$ cat src/rtl/qcc_pkg.sv
package qcc_pkg;

  localparam int unsigned NUM_CH = 2;

  typedef enum logic [1:0] {
    PG_IDLE  = 2'd0,
    PG_SETUP = 2'd1,
    PG_LOW   = 2'd2
  } pg_state_t;

  typedef struct packed {
    logic valid;
    logic up;
  } qcc_event_t;

  // Successor of a {B,A} state when moving in the up direction.
  function automatic logic [1:0] step_fwd(input logic [1:0] s);
    logic [1:0] r;
    case (s)
      2'b00:   r = 2'b01;
      2'b01:   r = 2'b11;
      2'b11:   r = 2'b10;
      default: r = 2'b00;
    endcase
    return r;
  endfunction

endpackage

$ cat src/rtl/qcc_filter.sv
module qcc_filter #(
  parameter int unsigned FILT_LEN = 8
) (
  input  logic clk,
  input  logic rst,
  input  logic raw,
  output logic level
);

  localparam int unsigned CW = (FILT_LEN > 1) ? $clog2(FILT_LEN) : 1;
  localparam logic [CW-1:0] LAST = CW'(FILT_LEN - 1);

  logic [1:0]    sync_q;
  logic [CW-1:0] run_q;
  logic          level_q;

  always_ff @(posedge clk) begin
    if (rst) begin
      sync_q  <= 2'b00;
      run_q   <= '0;
      level_q <= 1'b0;
    end else begin
      sync_q <= {sync_q[0], raw};
      if (sync_q[1] == level_q) begin
        run_q <= '0;
      end else if (run_q == LAST) begin
        level_q <= sync_q[1];
        run_q   <= '0;
      end else begin
        run_q <= run_q + 1'b1;
      end
    end
  end

  assign level = level_q;

  // The accepted level may only move to the value the synchronizer held.
  AST_FILT_FOLLOWS_SYNC: assert property (@(posedge clk) disable iff (rst)
    (level_q != $past(level_q)) |-> (level_q == $past(sync_q[1])));

endmodule

$ cat src/rtl/qcc_decode.sv
module qcc_decode
  import qcc_pkg::*;
(
  input  logic       clk,
  input  logic       rst,
  input  logic       x4_sel,
  input  logic [1:0] lvl,
  output qcc_event_t ev,
  output logic       seq_err
);

  logic [1:0] prev_q;
  qcc_event_t ev_d, ev_q;
  logic       err_d, err_q;
  logic [1:0] diff;
  logic       fwd, bwd;

  always_comb begin
    diff     = lvl ^ prev_q;
    fwd      = (lvl == step_fwd(prev_q));
    bwd      = (prev_q == step_fwd(lvl));
    err_d    = (diff == 2'b11);
    ev_d     = '0;
    if (x4_sel) begin
      ev_d.valid = fwd | bwd;
      ev_d.up    = fwd;
    end else begin
      if (prev_q == 2'b00 && lvl == 2'b01) begin
        ev_d.valid = 1'b1;
        ev_d.up    = 1'b1;
      end else if (prev_q == 2'b01 && lvl == 2'b00) begin
        ev_d.valid = 1'b1;
        ev_d.up    = 1'b0;
      end
    end
  end

  always_ff @(posedge clk) begin
    if (rst) begin
      prev_q <= 2'b00;
      ev_q   <= '0;
      err_q  <= 1'b0;
    end else begin
      prev_q <= lvl;
      ev_q   <= ev_d;
      err_q  <= err_d;
    end
  end

  assign ev      = ev_q;
  assign seq_err = err_q;

  AST_ERR_NO_EVENT: assert property (@(posedge clk) disable iff (rst)
    seq_err |-> !ev.valid);

  AST_X1_A_EDGE_ONLY: assert property (@(posedge clk) disable iff (rst)
    (ev_d.valid && !x4_sel) |-> (lvl[1] == 1'b0 && prev_q[1] == 1'b0));

endmodule

$ cat src/rtl/qcc_pulse.sv
module qcc_pulse
  import qcc_pkg::*;
#(
  parameter int unsigned PW_W = 8
) (
  input  logic            clk,
  input  logic            rst,
  input  qcc_event_t      ev_i,
  input  logic [PW_W-1:0] pulse_len,
  output logic            up_n,
  output logic            dn_n,
  output logic            clk_n,
  output logic            dir
);

  pg_state_t       state_q;
  logic [PW_W-1:0] left_q;
  logic            pend_v_q, pend_up_q;
  logic            dir_q, up_n_q, dn_n_q, clk_n_q;
  logic            start;
  logic            src_up;
  logic [PW_W-1:0] eff_len;

  always_comb begin
    start   = (state_q == PG_IDLE) && (pend_v_q || ev_i.valid);
    src_up  = pend_v_q ? pend_up_q : ev_i.up;
    eff_len = (pulse_len == '0) ? PW_W'(1) : pulse_len;
  end

  always_ff @(posedge clk) begin
    if (rst) begin
      state_q   <= PG_IDLE;
      left_q    <= '0;
      pend_v_q  <= 1'b0;
      pend_up_q <= 1'b0;
      dir_q     <= 1'b1;
      up_n_q    <= 1'b1;
      dn_n_q    <= 1'b1;
      clk_n_q   <= 1'b1;
    end else begin
      case (state_q)
        PG_IDLE: begin
          if (start) begin
            state_q <= PG_SETUP;
            dir_q   <= src_up;
          end
        end
        PG_SETUP: begin
          state_q <= PG_LOW;
          clk_n_q <= 1'b0;
          up_n_q  <= ~dir_q;
          dn_n_q  <= dir_q;
          left_q  <= eff_len - 1'b1;
        end
        PG_LOW: begin
          if (left_q == '0) begin
            state_q <= PG_IDLE;
            clk_n_q <= 1'b1;
            up_n_q  <= 1'b1;
            dn_n_q  <= 1'b1;
          end else begin
            left_q <= left_q - 1'b1;
          end
        end
        default: state_q <= PG_IDLE;
      endcase

      if (start) begin
        pend_v_q  <= pend_v_q & ev_i.valid;
        pend_up_q <= ev_i.up;
      end else if (ev_i.valid) begin
        pend_v_q  <= 1'b1;
        pend_up_q <= ev_i.up;
      end
    end
  end

  assign up_n  = up_n_q;
  assign dn_n  = dn_n_q;
  assign clk_n = clk_n_q;
  assign dir   = dir_q;

  AST_STROBE_EXCL: assert property (@(posedge clk) disable iff (rst)
    !(!up_n && !dn_n));

  AST_CLK_COMBINED: assert property (@(posedge clk) disable iff (rst)
    clk_n == (up_n & dn_n));

  AST_DIR_HELD: assert property (@(posedge clk) disable iff (rst)
    (!clk_n || $past(!clk_n)) |-> $stable(dir));

  AST_QUEUE_NO_OVERRUN: assert property (@(posedge clk) disable iff (rst)
    (ev_i.valid && pend_v_q) |-> start);

endmodule

$ cat src/rtl/quad_clk_conv.sv
module quad_clk_conv
  import qcc_pkg::*;
#(
  parameter int unsigned FILT_LEN = 8,
  parameter int unsigned PW_W     = 8
) (
  input  logic            clk,
  input  logic            rst,
  input  logic            enc_a,
  input  logic            enc_b,
  input  logic            x4_sel,
  input  logic [PW_W-1:0] pulse_len,
  output logic            up_n,
  output logic            dn_n,
  output logic            cnt_clk_n,
  output logic            cnt_up,
  output logic            seq_err
);

  logic [NUM_CH-1:0] raw_vec;
  logic [NUM_CH-1:0] lvl_vec;
  qcc_event_t        ev;

  assign raw_vec = {enc_b, enc_a};

  for (genvar ch = 0; ch < NUM_CH; ch++) begin : g_line
    qcc_filter #(.FILT_LEN(FILT_LEN)) u_flt (
      .clk   (clk),
      .rst   (rst),
      .raw   (raw_vec[ch]),
      .level (lvl_vec[ch])
    );
  end

  qcc_decode u_dec (
    .clk     (clk),
    .rst     (rst),
    .x4_sel  (x4_sel),
    .lvl     (lvl_vec),
    .ev      (ev),
    .seq_err (seq_err)
  );

  qcc_pulse #(.PW_W(PW_W)) u_pg (
    .clk       (clk),
    .rst       (rst),
    .ev_i      (ev),
    .pulse_len (pulse_len),
    .up_n      (up_n),
    .dn_n      (dn_n),
    .clk_n     (cnt_clk_n),
    .dir       (cnt_up)
  );

endmodule

$ cat config.mk
export PLATFORM = sky130hd
export DESIGN_NAME = quad_clk_conv
export DESIGN_NICKNAME = d
export VERILOG_FILES = /design/src/rtl/qcc_pkg.sv /design/src/rtl/qcc_filter.sv /design/src/rtl/qcc_decode.sv /design/src/rtl/qcc_pulse.sv /design/src/rtl/quad_clk_conv.sv
export SDC_FILE = /design/constraint.sdc
export NUM_CORES = 1
export LEC_CHECK = 0
export BUFFER_PORTS_ARGS = -buffer_cell sky130_fd_sc_hd__buf_2
export CAP_MARGIN = 20
export CELL_PAD_IN_SITES_DETAIL_PLACEMENT = 0
export CELL_PAD_IN_SITES_GLOBAL_PLACEMENT = 2
export CORE_ASPECT_RATIO = 1.5
export CORE_MARGIN = 3
export CORE_UTILIZATION = 38
export DETAILED_ROUTE_END_ITERATION = 10
export PLACE_DENSITY = 0.83
export SLEW_MARGIN = 20
export SYNTH_ARGS = -nofsm -noshare
export SYNTH_HDL_FRONTEND = slang
export SYNTH_SLANG_ARGS = --single-unit
$ cat constraint.sdc
create_clock -name clk -period 6.9 [get_ports clk]
set_clock_uncertainty 0.1 [all_clocks]
set_input_delay 1.38 -clock clk [delete_from_list [all_inputs] [get_ports clk]]
set_output_delay 1.38 -clock clk [all_outputs]
set_load 0.02 [all_outputs]
Word-level counts from Yosys, hierarchy flattened
Cells that the tools add are included.
{ "totals": {"ff_bits": 33, "latch_bits": 0, "ramBits": 0, "rom_bits": 0, "inputBits": 13, "output_inout_bits": 5, "mem_count": 0} }
{ "op_classes": {"n_addsub": 4, "mul": 0, "n_div": 0, "magnitude_cmp": 0, "eq_ne": 16, "shift": 0, "mux": 20, "bitwise_logic": 6, "reduce_logical": 19} }
{ "ops": {"columns": ["op", "n"], "rows": [
  ["one-hot mux 2 bit (3 select lines)", 3],
  ["zero test 8 bit", 2],
  ["2-to-1 mux 8 bit", 2],
  ["one-hot mux 8 bit (2 select lines)", 1],
  ["subtractor 8 x 1 -> 8 bit, second input constant", 2],
  ["AND reduction 2 bit", 6],
  ["2-to-1 mux 2 bit", 5],
  ["equality test 2 bit, second input constant", 4],
  ["adder 3 x 1 -> 3 bit, second input constant", 2],
  ["equality test 2 x 1 -> 1 bit, second input constant", 3],
  ["equality test 3 bit, second input constant", 2],
  ["zero test 2 bit", 3],
  ["2-to-1 mux 1 bit", 6],
  ["one-hot mux 1 bit (2 select lines)", 3],
  ["OR reduction 3 bit", 2],
  ["equality test 2 bit", 2],
  ["inequality test 2 x 1 -> 1 bit, second input constant", 2],
  ["nonzero test 2 bit", 2],
  ["logical AND 1 bit", 3],
  ["NOT 1 bit", 3],
  ["equality test 1 bit", 2],
  ["inequality test 2 bit, second input constant", 1],
  ["XOR 2 bit", 1],
  ["bitwise AND 1 bit", 1],
  ["other kinds (2)", 2]
]} }

Logic depth before layout (Yosys ltp)
{ "depth": {"word_depth": 5, "mapped_depth": 11, "mapped_depth_nobuf": 9} }

Cells and area by module
A second synthesis with hierarchy kept.
{ "hier_totals": {"hier_cells": 182, "hier_area_um2": 1626.6} }
{ "modules_own_cells": {"columns": ["module", "n_inst", "cells_per_inst", "area_each_um2", "seq_area_each_um2"], "rows": [
  ["qcc_pulse", 1, 126, 1002.2, 320.3],
  ["qcc_filter", 2, 16, 203.9, 120.1],
  ["qcc_decode", 1, 24, 216.5, 100.1]
]} }

Least setup slack after synthesis
No wires, ideal clock.
{ "synth_path": {"kind": "input to register", "start": "input port pulse_len[1]", "end": "register u_pg.left_q[6]", "arrival_time_ns": 2.796, "t_required_ns": 6.667, "path_slack_ns": 3.872, "stages": 9, "n_path_buf": 0, "cell_sequence": "nor2_1 a311o_1 o21ai_1 ha_1 inv_1 a211o_1 o311a_1 o21ai_1 a21oi_1"} }
{ "synth_via": {"elab_chain_len": 4} }
{ "synth_lines": {"columns": ["item", "line", "text"], "rows": [
  ["start, declared", "quad_clk_conv.sv:12", "input logic [PW_W-1:0] pulse_len,"],
  ["zero test 8 bit", "qcc_pulse.sv:27", "eff_len = (pulse_len == '0) ? PW_W'(1) : pulse_len;"],
  ["2-to-1 mux 8 bit (*)", "qcc_pulse.sv:27", null],
  ["subtractor 8 x 1 -> 8 bit (*)", "qcc_pulse.sv:53", "left_q <= eff_len - 1'b1;"],
  ["one-hot mux 8 bit (2 select lines) (*)", "qcc_pulse.sv:41", "case (state_q)"],
  ["end signal, assigned", "qcc_pulse.sv:53", null],
  ["end signal, assigned", "qcc_pulse.sv:62", "left_q <= left_q - 1'b1;"],
  ["end, declared", "qcc_pulse.sv:17", "logic [PW_W-1:0] left_q;"]
]} }
Every way passes the cells marked *; elsewhere a longest branch is shown, timed or not.
A chain may end at the register's enable or synchronous reset.

Worst setup path in the final report
{ "layout_path": {"start": "input port pulse_len[2]", "end": "register u_pg.left_q[6]"} }
Same word-level chain as after synthesis.

==> impl_results.md <==
- Final nets: about 220
- Final Util: between 40% and 50%
- CTS H-tree lvls: 2
- Effective utilization at floorplan: between 40% and 50%
- Detail Route Antenna Nets: 0
- Synth top area cells: dfxtp_1 40%, nor2_1 5.2%, mux2i_1 4.8%
- # Post-CTS Setup Buffers: 0
- Vert. Die Dim: 86.8 um
- P&R area growth vs syn: 9.31%
- Share of power burned in registers: a little under three fifths
- Clk pwr share: 39.6%
- Global-route wire length before repair: ~6000 um
- WS Path Type: primary input to register
- Max Root-Sink Buffers: 2
- Fraction of the mapped netlist area in simple logic gates: between 20% and 30%
- Switching fraction of total power: 23.1%
- Switching Power: ~0.08 mW
- Ys async rst share: 0%
- Distinct cells, synth: 42
- Final wirelength: about 3600 um
- Xor/xnor share of the synthesized area: 5.30%
- DRT Pass-1 Iters: 4
- Setup TNS: 0 ps
- Layout cells sized above 1: between 15 and 20%
- Worst EP required: between 6000 and 7000 ps
- Clock sinks: 33
- Die area: roughly 5200 sq um
- CTS tree: done
- Synth Register Bits: 33
- Core area: 4060 sq um
- DP HPWL: 2710 um
- Antenna cells: 0
- Fmax: about 330 MHz
- Gate Count Post-Synth: between 150 and 200
- Slew Limit Fails: 0
- Pin count of the biggest net entering global routing: 30
- Post-synthesis compound-gate area fraction: between 10 and 15%
- Placed Area: 1720 sq um
- Mux contribution to synthesized area: under 10%
- Post-synth EDFFs: 0
- Synth area leader: dfxtp_1
- CTS resizes: 0
- DRC viols: 0
- Via density: about 5.4
- Most common flop cell mapped by yosys: dfxtp_1
- Num CTS Buffers: 5
- Iteration-0 DRC Markers: slightly above 40
- Root Buffer Master: clkbuf_8
- Crit path DAT: 3080 ps
- Final worst-path cycle share: between 40% and 50%
- Filler cell count: ~430
- Crit start category: primary input
- Site row count: 28
- Max_slew headroom: between 20 and 30%
- Run status: complete, no violations
- Pwr/cell area: ~190 nW/um^2
- Design Area, Final: ~1800 sq um
- Critical Path End Type: register
- Post-Synth Adder-Cell Area: under 10%
- Avg Inst Size Synth: 8.79 sq um
- Grt ovf: 0
- DR vias: around 1300
- Synth top area share: about 40%
- Vias in the first global route: about 1300
- Syn Nets: 206
- Power Total: 0.350 mW
- Routed WL per cell: between 10 and 15 um
- Register area share after synthesis: roughly two fifths
- # IOs: 18
- Clock transition at path regs: approximately 70 ps
- Worst-Margin Slew: 1060 ps
- Die W: 59.9 um
- Max-cap violations: 0
- Port Buffers: 17
- Worst hold path class: register to register
- Hold Vio Cnt, Final: 0
- Routability cong.: around 0.87
- Gr usage total: 15.5%
- Cell Int Power: roughly 0.27 mW
- VDD IR max: about 160 uV
- Maximum fanout along the worst path: 4
- Setup-failing EPs final: 0
- Synth Warn #: 0
- Comb pwr share: ~5.4%
- Initial antenna violation count: 0
- Fin crit period: about 3000 ps
- Hold Buf Count CTS: 0
- WHS: 324 ps
- Clk Latency, worst-skew pair: roughly 280 ps
- Synth Cell Area: approximately 1700 sq um
- Largest family of logic cells by synthesized area: simple AND/OR/NAND/NOR gates
- RSZ-0062 raised after global routing: no
- Static Leak: approximately 0.7 nW
flip-flops by register name (all words and copies together) (netlist names), 2 cells and up:
signal,count
u_dec.prev_q,2
u_pg.left_q,8
g_line.u_flt.level,2
u_dec.ev,2
g_line.u_flt.sync_q,4
u_pg.state_q,2
g_line.u_flt.run_q,6
synth_stat cells (2+ instances only):
cell / n
a211o_1: 2
a211oi_1: 3
a21oi_1: 8
a31oi_1: 3
and2_1: 6
buf_2: 2
buf_6: 2
clkbuf_1: 5
dfxtp_1: 33
ha_1: 5
inv_1: 4
mux2i_1: 8
nand2_1: 15
nand2b_4: 2
nand3_1: 7
nor2_1: 23
nor2b_1: 7
nor3_1: 6
nor4_1: 5
o21ai_0: 8
o21ai_1: 2
o22ai_1: 3
or2_2: 2
xnor2_1: 7
xor2_1: 3
path summary, 6_finish.rpt:
kind	cells past startpoint	from	slack [ps]	end
worst min register to register	1	g_line[0].u_flt.run_q[0]	320	g_line[0].u_flt.run_q[0]
worst max-delay path	10	pulse_len[2]	3870	u_pg.left_q[6]
worst max register to register	9	u_pg.state_q[0]	4420	u_pg.left_q[6]
worst min-delay path	1	g_line[0].u_flt.run_q[0]	320	g_line[0].u_flt.run_q[0]
worst max-delay path: stages:
cell     delay, ps
buf_2          130
nor2_1          70
a311o_1        340
o21ai_1        110
ha_1           250
inv_1           70
a211o_1        250
o311a_1        290
o21ai_1        110
a21oi_1         90
stage by stage:
step	setup slack (ps)	std cells
floorplan	3870	188
global placement	3590	239
detailed placement	3570	239
CTS	3880	247
global route	3740	247
finish	3870	247
power groups by stage:
stage	Sequential (mW)	Combinational [mW]	Clock (mW)
after floorplan	0.197	0.0111	0
after global routing	0.192	0.0210	0.154
after CTS	0.192	0.0191	0.145
after global placement	0.197	0.0187	0
final	0.192	0.0188	0.139
after detailed placement	0.197	0.0191	0
logic make-up (layout without fill, tap and decap cells):
| kind of cell | after synthesis | after routing |
|---|---|---|
| multiplexers | 8 | 8 |
| AND/OR/NAND/NOR | 81 | 81 |
| flip-flops | 33 | 33 |
| adder cells (fa/ha/maj) | 5 | 5 |
| AO/OA/AOI/OAI | 36 | 36 |
| buffers and inverters | 15 | 29 |
| XOR/XNOR | 10 | 10 |
cell usage in the layout, fill, tap and decap left out, types with 4 or more instances in the layout:
cell      count
a21oi_1       8
and2_1        6
buf_2        17
clkbuf_8      5
dfxtp_1      33
ha_1          5
inv_1         4
mux2i_1       8
nand2_1      15
nand3_1       7
nor2_1       23
nor2b_1       7
nor3_1        6
nor4_1        5
o21ai_0       8
xnor2_1       7
layout make-up:
| cell class | count | area [sq um] | share of cell area [%] |
|---|---|---|---|
| multi-input cells | 140 | 903 | 50.0 |
| flip-flops and latches | 33 | 661 | 36.6 |
| repair buffers | 17 | 85.1 | 4.71 |
| clock buffers | 5 | 68.8 | 3.81 |
| well taps | 45 | 56.3 | 3.12 |
| clock inverters | 3 | 17.5 | 0.970 |
| inverters | 4 | 15.0 | 0.831 |
per-layer routing:
layer | wire [um] | track usage [%] | vias to the layer above
met5 | 0 | 0 | -
met4 | 125 | 8.47 | 0
met3 | 130 | 4.32 | 13
met2 | 1900 | 27.1 | 23
met1 | 1430 | 16.1 | 617
li1 | - | - | 685
(Power assumes the default switching activity.)
